--- src/rtl/dma2_pkg.sv ---
package dma2_pkg;
  localparam logic [3:0] REG_STATUS = 4'd8;
  localparam logic [3:0] REG_SRESET = 4'd9;

  typedef enum logic {PS_IDLE = 1'b0, PS_BUSY = 1'b1} port_state_e;
endpackage

--- src/rtl/dma2_chan.sv ---
module dma2_chan #(
  parameter int AW = 32,
  parameter int LW = 16,
  parameter int BW = 5
) (
  input  logic          clk,
  input  logic          rst_n,
  input  logic          wr_ctl,
  input  logic          wr_addr,
  input  logic          wr_len,
  input  logic [1:0]    wd_ctl,
  input  logic [AW-1:0] wd_addr,
  input  logic [LW-1:0] wd_len,
  input  logic          soft_rst,
  input  logic          inflight,
  input  logic          done,
  input  logic [BW-1:0] blk_bytes,
  output logic          en_o,
  output logic          prio_o,
  output logic [AW-1:0] addr_o,
  output logic [LW-1:0] len_o,
  output logic          active_o,
  output logic          req_o
);
  logic          en_q, en_d;
  logic          prio_q, prio_d;
  logic [AW-1:0] addr_q, addr_d;
  logic [LW-1:0] len_q, len_d;
  logic          act_q, act_d;
  logic [LW-1:0] len_after;

  always_comb begin
    len_after = (len_q > LW'(blk_bytes)) ? (len_q - LW'(blk_bytes)) : '0;

    en_d   = en_q;
    prio_d = prio_q;
    if (soft_rst) begin
      en_d   = 1'b0;
      prio_d = 1'b0;
    end else if (wr_ctl) begin
      en_d   = wd_ctl[0];
      prio_d = wd_ctl[1];
    end

    addr_d = addr_q;
    if (wr_addr)   addr_d = wd_addr;
    else if (done) addr_d = addr_q + AW'(blk_bytes);

    len_d = len_q;
    if (wr_len)    len_d = wd_len;
    else if (done) len_d = len_after;

    act_d = act_q;
    if (soft_rst)                          act_d = act_q & inflight;
    else if (done)                         act_d = (len_after != '0) & en_q;
    else if (wr_len && en_q && wd_len != '0) act_d = 1'b1;
    else if (!en_q && !inflight)           act_d = 1'b0;
  end

  always_ff @(posedge clk or negedge rst_n) begin
    if (!rst_n) begin
      en_q   <= 1'b0;
      prio_q <= 1'b0;
      addr_q <= '0;
      len_q  <= '0;
      act_q  <= 1'b0;
    end else begin
      en_q   <= en_d;
      prio_q <= prio_d;
      addr_q <= addr_d;
      len_q  <= len_d;
      act_q  <= act_d;
    end
  end

  assign en_o     = en_q;
  assign prio_o   = prio_q;
  assign addr_o   = addr_q;
  assign len_o    = len_q;
  assign active_o = act_q;
  assign req_o    = act_q & en_q;

  // a disabled channel with nothing in flight goes idle
  a_r7_disabled_idle: assert property (@(posedge clk) disable iff (!rst_n)
    (!en_q && !inflight) |=> !act_q);

  // a channel whose length ran out is no longer active
  a_r6_empty_inactive: assert property (@(posedge clk) disable iff (!rst_n)
    (done && !wr_len && len_q <= LW'(blk_bytes)) |=> !act_q);

  // a length write to a disabled channel never activates it
  a_r2_no_start_disabled: assert property (@(posedge clk) disable iff (!rst_n)
    (wr_len && !en_q && !act_q && !inflight) |=> !act_q);
endmodule

--- src/rtl/dma2_pick.sv ---
module dma2_pick (
  input  logic       clk,
  input  logic       rst_n,
  input  logic [1:0] req,
  input  logic [1:0] prio,
  input  logic       rr,
  output logic       gnt_valid,
  output logic       gnt_ch,
  output logic       contest
);
  always_comb begin
    gnt_valid = |req;
    contest   = (&req) && (prio[0] == prio[1]);
    if (&req) gnt_ch = (prio[0] != prio[1]) ? prio[1] : rr;
    else      gnt_ch = req[1];
  end

  // with mixed priority the high-priority requester wins
  a_r3_high_wins: assert property (@(posedge clk) disable iff (!rst_n)
    ((&req) && (prio[0] != prio[1])) |-> prio[gnt_ch]);

  // a grant always goes to a requesting channel
  a_r4_grant_to_requester: assert property (@(posedge clk) disable iff (!rst_n)
    gnt_valid |-> req[gnt_ch]);
endmodule

--- src/rtl/dma2_port.sv ---
module dma2_port
  import dma2_pkg::*;
#(
  parameter int AW  = 32,
  parameter int LW  = 16,
  parameter int BW  = 5,
  parameter int BLK = 16
) (
  input  logic          clk,
  input  logic          rst_n,
  input  logic          soft_rst,
  input  logic          gnt_valid,
  input  logic          gnt_ch,
  input  logic          contest,
  input  logic [LW-1:0] len0,
  input  logic [LW-1:0] len1,
  input  logic [AW-1:0] addr0,
  input  logic [AW-1:0] addr1,
  input  logic          blk_done,
  input  logic          bus_err,
  output logic          blk_req,
  output logic          blk_ch,
  output logic [AW-1:0] blk_addr,
  output logic [BW-1:0] blk_bytes,
  output logic [1:0]    done_vec,
  output logic [1:0]    inflight_vec,
  output logic          last_ch,
  output logic          port_err,
  output logic          rr
);
  port_state_e   st_q, st_d;
  logic          ch_q, last_q, err_q, rr_q, rr_d, err_d;
  logic [AW-1:0] addr_q;
  logic [BW-1:0] bytes_q, bytes_d;
  logic          issue, finish;
  logic [LW-1:0] sel_len;

  always_comb begin
    issue   = (st_q == PS_IDLE) && gnt_valid;
    finish  = (st_q == PS_BUSY) && blk_done;
    sel_len = gnt_ch ? len1 : len0;
    bytes_d = (sel_len > LW'(BLK)) ? BW'(BLK) : BW'(sel_len);

    st_d = st_q;
    if (issue)       st_d = PS_BUSY;
    else if (finish) st_d = PS_IDLE;

    rr_d = rr_q;
    if (soft_rst)              rr_d = 1'b0;
    else if (issue && contest) rr_d = ~gnt_ch;

    err_d = err_q;
    if (soft_rst)                              err_d = 1'b0;
    else if ((st_q == PS_BUSY) && bus_err)     err_d = 1'b1;
  end

  always_ff @(posedge clk or negedge rst_n) begin
    if (!rst_n) begin
      st_q    <= PS_IDLE;
      ch_q    <= 1'b0;
      addr_q  <= '0;
      bytes_q <= '0;
      last_q  <= 1'b0;
      err_q   <= 1'b0;
      rr_q    <= 1'b0;
    end else begin
      st_q  <= st_d;
      rr_q  <= rr_d;
      err_q <= err_d;
      if (issue) begin
        ch_q    <= gnt_ch;
        addr_q  <= gnt_ch ? addr1 : addr0;
        bytes_q <= bytes_d;
      end
      if (finish) last_q <= ch_q;
    end
  end

  assign blk_req      = (st_q == PS_BUSY);
  assign blk_ch       = ch_q;
  assign blk_addr     = addr_q;
  assign blk_bytes    = bytes_q;
  assign done_vec     = {finish & ch_q, finish & ~ch_q};
  assign inflight_vec = {blk_req & ch_q, blk_req & ~ch_q};
  assign last_ch      = last_q;
  assign port_err     = err_q;
  assign rr           = rr_q;

  // block fields hold until the port reports completion
  a_r11_hold_until_done: assert property (@(posedge clk) disable iff (!rst_n)
    (blk_req && !blk_done) |=> (blk_req && $stable(blk_ch) && $stable(blk_addr) && $stable(blk_bytes)));

  // block size is non-zero and bounded by the block limit
  a_r5_block_bounded: assert property (@(posedge clk) disable iff (!rst_n)
    blk_req |-> (blk_bytes != '0 && blk_bytes <= BW'(BLK)));

  // the port error flag is sticky
  a_r10_err_sticky: assert property (@(posedge clk) disable iff (!rst_n)
    (port_err && !soft_rst) |=> port_err);

  // a contested grant moves the pointer away from the winner
  a_r4_rr_toggles: assert property (@(posedge clk) disable iff (!rst_n)
    (issue && contest && !soft_rst) |=> (rr_q != $past(gnt_ch)));

  // last-served field follows the completed block
  a_r8_last_served: assert property (@(posedge clk) disable iff (!rst_n)
    finish |=> (last_ch == $past(ch_q)));
endmodule

--- src/rtl/dual_dma_arbiter.sv ---
module dual_dma_arbiter
  import dma2_pkg::*;
#(
  parameter int AW        = 32,
  parameter int LW        = 16,
  parameter int BLK_BYTES = 16
) (
  input  logic        clk,
  input  logic        rst_n,
  input  logic        cfg_we,
  input  logic [3:0]  cfg_addr,
  input  logic [31:0] cfg_wdata,
  output logic [31:0] cfg_rdata,
  output logic        blk_req,
  output logic        blk_ch,
  output logic [31:0] blk_addr,
  output logic [4:0]  blk_bytes,
  input  logic        blk_done,
  input  logic        bus_err
);
  localparam int BW = $clog2(BLK_BYTES + 1);

  logic          soft_rst;
  logic [1:0]    en, prio, active, req, done_vec, inflight_vec;
  logic [AW-1:0] ch_addr [2];
  logic [LW-1:0] ch_len  [2];
  logic          gnt_valid, gnt_ch, contest, rr, last_ch, port_err;
  logic [BW-1:0] bytes_w;
  logic [AW-1:0] addr_w;

  assign soft_rst = cfg_we && (cfg_addr == REG_SRESET) && cfg_wdata[0];

  for (genvar i = 0; i < 2; i++) begin : g_ch
    logic sel;
    assign sel = cfg_we && (cfg_addr[3:2] == 2'(i));
    dma2_chan #(.AW(AW), .LW(LW), .BW(BW)) u_chan (
      .clk       (clk),
      .rst_n     (rst_n),
      .wr_ctl    (sel && cfg_addr[1:0] == 2'd0),
      .wr_addr   (sel && cfg_addr[1:0] == 2'd1),
      .wr_len    (sel && cfg_addr[1:0] == 2'd2),
      .wd_ctl    (cfg_wdata[1:0]),
      .wd_addr   (cfg_wdata[AW-1:0]),
      .wd_len    (cfg_wdata[LW-1:0]),
      .soft_rst  (soft_rst),
      .inflight  (inflight_vec[i]),
      .done      (done_vec[i]),
      .blk_bytes (bytes_w),
      .en_o      (en[i]),
      .prio_o    (prio[i]),
      .addr_o    (ch_addr[i]),
      .len_o     (ch_len[i]),
      .active_o  (active[i]),
      .req_o     (req[i])
    );
  end

  dma2_pick u_pick (
    .clk       (clk),
    .rst_n     (rst_n),
    .req       (req),
    .prio      (prio),
    .rr        (rr),
    .gnt_valid (gnt_valid),
    .gnt_ch    (gnt_ch),
    .contest   (contest)
  );

  dma2_port #(.AW(AW), .LW(LW), .BW(BW), .BLK(BLK_BYTES)) u_port (
    .clk          (clk),
    .rst_n        (rst_n),
    .soft_rst     (soft_rst),
    .gnt_valid    (gnt_valid),
    .gnt_ch       (gnt_ch),
    .contest      (contest),
    .len0         (ch_len[0]),
    .len1         (ch_len[1]),
    .addr0        (ch_addr[0]),
    .addr1        (ch_addr[1]),
    .blk_done     (blk_done),
    .bus_err      (bus_err),
    .blk_req      (blk_req),
    .blk_ch       (blk_ch),
    .blk_addr     (addr_w),
    .blk_bytes    (bytes_w),
    .done_vec     (done_vec),
    .inflight_vec (inflight_vec),
    .last_ch      (last_ch),
    .port_err     (port_err),
    .rr           (rr)
  );

  assign blk_addr  = 32'(addr_w);
  assign blk_bytes = 5'(bytes_w);

  always_comb begin
    cfg_rdata = '0;
    if (!cfg_addr[3]) begin
      case (cfg_addr[1:0])
        2'd0:    cfg_rdata = {30'b0, prio[cfg_addr[2]], en[cfg_addr[2]]};
        2'd1:    cfg_rdata = 32'(ch_addr[cfg_addr[2]]);
        2'd2:    cfg_rdata = 32'(ch_len[cfg_addr[2]]);
        default: cfg_rdata = '0;
      endcase
    end else if (cfg_addr == REG_STATUS) begin
      cfg_rdata = {23'b0, port_err, 3'b0, last_ch, 2'b0, active};
    end
  end

  // soft reset leaves both channels disabled on the next cycle
  a_r9_sreset_disables: assert property (@(posedge clk) disable iff (!rst_n)
    soft_rst |=> (en == 2'b00));
endmodule

--- config.mk ---
export PLATFORM = sky130hd
export DESIGN_NAME = dual_dma_arbiter
export DESIGN_NICKNAME = d
export VERILOG_FILES = /design/src/rtl/dma2_pkg.sv /design/src/rtl/dma2_chan.sv /design/src/rtl/dma2_pick.sv /design/src/rtl/dma2_port.sv /design/src/rtl/dual_dma_arbiter.sv
export SDC_FILE = /design/constraint.sdc
export NUM_CORES = 1
export LEC_CHECK = 0
export BUFFER_PORTS_ARGS = -buffer_cell sky130_fd_sc_hd__buf_4
export CORE_ASPECT_RATIO = 2
export CORE_MARGIN = 2
export CORE_UTILIZATION = 50
export DETAILED_ROUTE_END_ITERATION = 8
export PLACE_DENSITY_LB_ADDON = 0.1
export SYNTH_ARGS = -nofsm -noshare
export SYNTH_HDL_FRONTEND = slang
export SYNTH_SLANG_ARGS = --single-unit
--- constraint.sdc ---
create_clock -name clk -period 3.6 [get_ports clk]
set_clock_uncertainty 0.05 [all_clocks]
set_input_delay 0.54 -clock clk [delete_from_list [all_inputs] [get_ports clk]]
set_output_delay 0.54 -clock clk [all_outputs]
set_load 0.02 [all_outputs]
==> run_results.csv <==
group,metric,value,unit
yosys,synthesis.area,9430,um^2
yosys,synth-xor-area-share,6.13,%
yosys,synthCells,1129,
pwr,p_leak,0.00501,uW
floorplanning,core_area,18700,um^2
sta,hold_viol_final,0,
sta,tightest_slew,1020,ps
yosys,yosysSeqAreaShare,38.2,%
final_layout,final_nets,1283,
yosys,synthArstFlopShare,100,%
setup_path,critical_path_class,"reg -> reg",
outcome,status,"complete, no violations",
final_layout,final_common_cell,"nor2_1",
yosys,synth.mux.area_fraction,8.20,%
pwr,ir_drop,0.355,mV
clocking,htreeDepth,4,
place,gpl.final_weighted_congestion,0.964,
setup_path,critPathArrivalTime,3280,ps
route,dr_total_vias,8911,
place,place_hpwl,23600,um
clocking,cts-root-buf,"clkbuf_16",
sta,fmax,0.328,GHz
setup_path,critPathMaxStageDelay,510,ps
setup_path,critical_path_required,3830,ps
yosys,ys_seq_elements,144,
floorplanning,dieArea,20000,um^2
sta,grt_setup_unrepaired,"false",
route,ant_nets,0,
yosys,synth_nets,1194,
final_layout,diodes,0,
yosys,ys_types,71,
clocking,holdBufCountCts,0,
route,drcViolationCount,0,
yosys,yosysWarnings,0,
route,vias_per_cell,6.16,
clocking,cts_resized,0,
floorplanning,boundaryPins,112,
route,drt_iter0_drc,510,
pwr,power,6220,uW
yosys,synth_compound_area_share,17.9,%
global_routing,first_global_vias,8976,
floorplanning,die_x,101,um
final_layout,layout_common_cells,"175 x nor2_1, 144 x dfrtp_1, 133 x a21oi_1",
global_routing,grt_usage,32.5,%
clocking,cts_tree,"done",
yosys,synth_top_flop_cell,"dfrtp_1",
global_routing,grt_max_degree,85,
final_layout,nFillCells,1733,
route,wl_per_cell,21.9,um
global_routing,grt_overflow,0,
yosys,synth_fa_ha_area_share,3.50,%
sta,setup_viol,0,
global_routing,antenna_found_initial,0,
clocking,cts_max_path_buffers,2,
sta,finalSetupTns,0,ps
clocking,numCtsBuffers,17,
yosys,yosys.area_share.simple,22.2,%
final_layout,multi_input_area,5480,um^2
setup_path,slowest_stage,"dfrtp_1",
min_path,min_path_type,"in -> async",
setup_path,end_kind,"flop",
pwr,power.density_cell_area,559,nW/um^2
final_layout,area_growth,18.0,%
yosys,avgSynthCellArea,8.35,um^2
floorplanning,die_h,198,um
sta,relSlewSlack,31.0,%
route,dr.pass1.iters,5,
global_routing,grt_first_pass_wirelength,49200,um
floorplanning,rows,71,
sta,drv_slew,0,
sta,period_minus_slack,3050,ps
final_layout,stdcell_count,1447,
clocking,clkTransAtPathRegs,60,ps
yosys,synth_top_family_by_area,"simple AND/OR/NAND/NOR gates",
route,wl,31700,um
setup_path,crit_chain,"inv_1, fa_1, nor2b_1, o21ai_1, a21boi_1, o21a_1, or3b_1, xor2_1, a21oi_1",
final_layout,drive_above_1_share,14.7,%
clocking,cts_setup_buffers,0,
clocking,cts.sinks,144,
yosys,synth_edf_count,0,
flow_run,drv_cap,0,
final_layout,regArea,3600,um^2
place,port_buffers,111,
setup_path,cp_max_fo,11,
place,dp.cells,1418,
setup_path,critPathLaunchType,"flop",
sta,fin_crit_sh,84.7,%
clocking,clock_latency,430,ps
floorplanning,initial_core_util,50.5,%
## cell families after synthesis
kind of cell,count (synthesis)
and+or+nand+nor,439
adders and majority gates,24
AOI/OAI and AO/OA,287
DFF,144
muxes,77
xor gates and xnor gates,66
buffers and inverters,92
## Yosys cell counts, types with 3 or more instances
library cell	n	area share [%]
ha_1	20	2.7
a211oi_1	3	0.24
buf_1	6	0.24
nand3_1	31	1.6
a21oi_1	133	7.1
inv_1	27	1.1
o41ai_1	3	0.28
nor2b_1	12	0.80
nor2_1	175	7.0
nand4b_1	3	0.28
fa_1	4	0.85
and3_1	11	0.73
o22ai_1	13	0.86
a22oi_1	6	0.48
nor3_1	30	1.6
mux2i_1	75	8.0
a31oi_1	12	0.80
a21o_1	5	0.40
nand2_1	99	3.9
nand2b_1	9	0.60
o21ai_0	44	2.3
o22a_1	6	0.56
o21a_1	10	0.80
or3_1	4	0.27
clkbuf_1	47	1.9
nor4_1	13	0.86
xnor2_1	33	3.1
nand4_1	13	0.86
and2_1	9	0.60
buf_2	11	0.58
xor2_1	33	3.1
a32oi_1	4	0.37
dfrtp_1	144	38
and4_1	3	0.28
o221ai_1	5	0.46
nor4b_1	3	0.28
nor3b_1	4	0.32
o211ai_1	5	0.40
o21ai_1	18	0.96
o311ai_1	3	0.28
a221oi_1	3	0.28
## metrics by stage
step	cell area, um^2	util, %	hold slack (ps)	setup WS, ps
2_1_floorplan	9430	-	194	908
3_3_place_gp	10500	56.3	413	470
6_report	11100	59.6	109	550
4_1_cts	11100	59.6	155	566
5_1_grt	11100	59.6	181	333
3_5_place_dp	10500	56.3	421	490
## worst max-delay path: cells and delay by family, from the launching register on
kind	cells	cell delay (ps)
XOR/XNOR	1	140
AND/OR/NAND/NOR	2	590
adder cells (fa/ha/maj)	1	460
AO/OA/AOI/OAI	4	930
flip-flops	1	510
buffers and inverters	1	210
## per-layer routing
metal  part of all wire, %  up-vias  track usage (%)  routed length (um)
met5                     0        -                0                   0
met4                   7.3        0             21.0                2300
met3                   4.1      119             4.59                1310
met2                    53      326             58.8               16900
met1                    35     4281             34.2               11200
li1                      -     4185                -                   -
## sequential cells by signal, summed over array words and instances, names as in the netlist
signal	count
u_port.last_ch	1
g_ch.u_chan.en_o	2
u_port.blk_addr	32
g_ch.u_chan.len_o	32
u_port.blk_ch	1
u_port.port_err	1
g_ch.u_chan.addr_o	64
u_port.rr	1
g_ch.u_chan.prio_o	2
u_port.blk_bytes	5
g_ch.u_chan.active_o	2
u_port.blk_req	1
## area by class of cell
class	count	area share (%)
Clock buffer	19	3.98
Multi-Input combinational cell	893	49.3
Timing Repair Buffer	135	9.49
Clock inverter	10	1.47
Inverter	27	0.912
Tap cell	219	2.46
Sequential cell	144	32.4
## power by group
part,internal (uW),switching [uW],leakage (uW),total [uW]
Clock,1170,706,0.000295,1870
Combinational,821,1070,0.00297,1890
Sequential,1960,494,0.00174,2450
Total,3950,2270,0.00501,6220
## final timing paths
kind | cells past startpoint | slack [ps] | endpoint | startpoint
setup / recovery | 9 | 550 | g_ch[1].u_chan.addr_o[18] | u_port.blk_bytes[1]
max in group asynchronous | 2 | 2530 | u_port.blk_addr[10] | rst_n
setup reg to reg | 9 | 550 | g_ch[1].u_chan.addr_o[18] | u_port.blk_bytes[1]
hold / removal | 1 | 110 | g_ch[0].u_chan.addr_o[28] | rst_n
min in group clk | 3 | 310 | u_port.port_err | bus_err
hold reg to reg | 2 | 430 | u_port.blk_addr[22] | u_port.blk_addr[22]
Power figures use the tool's default switching activity.
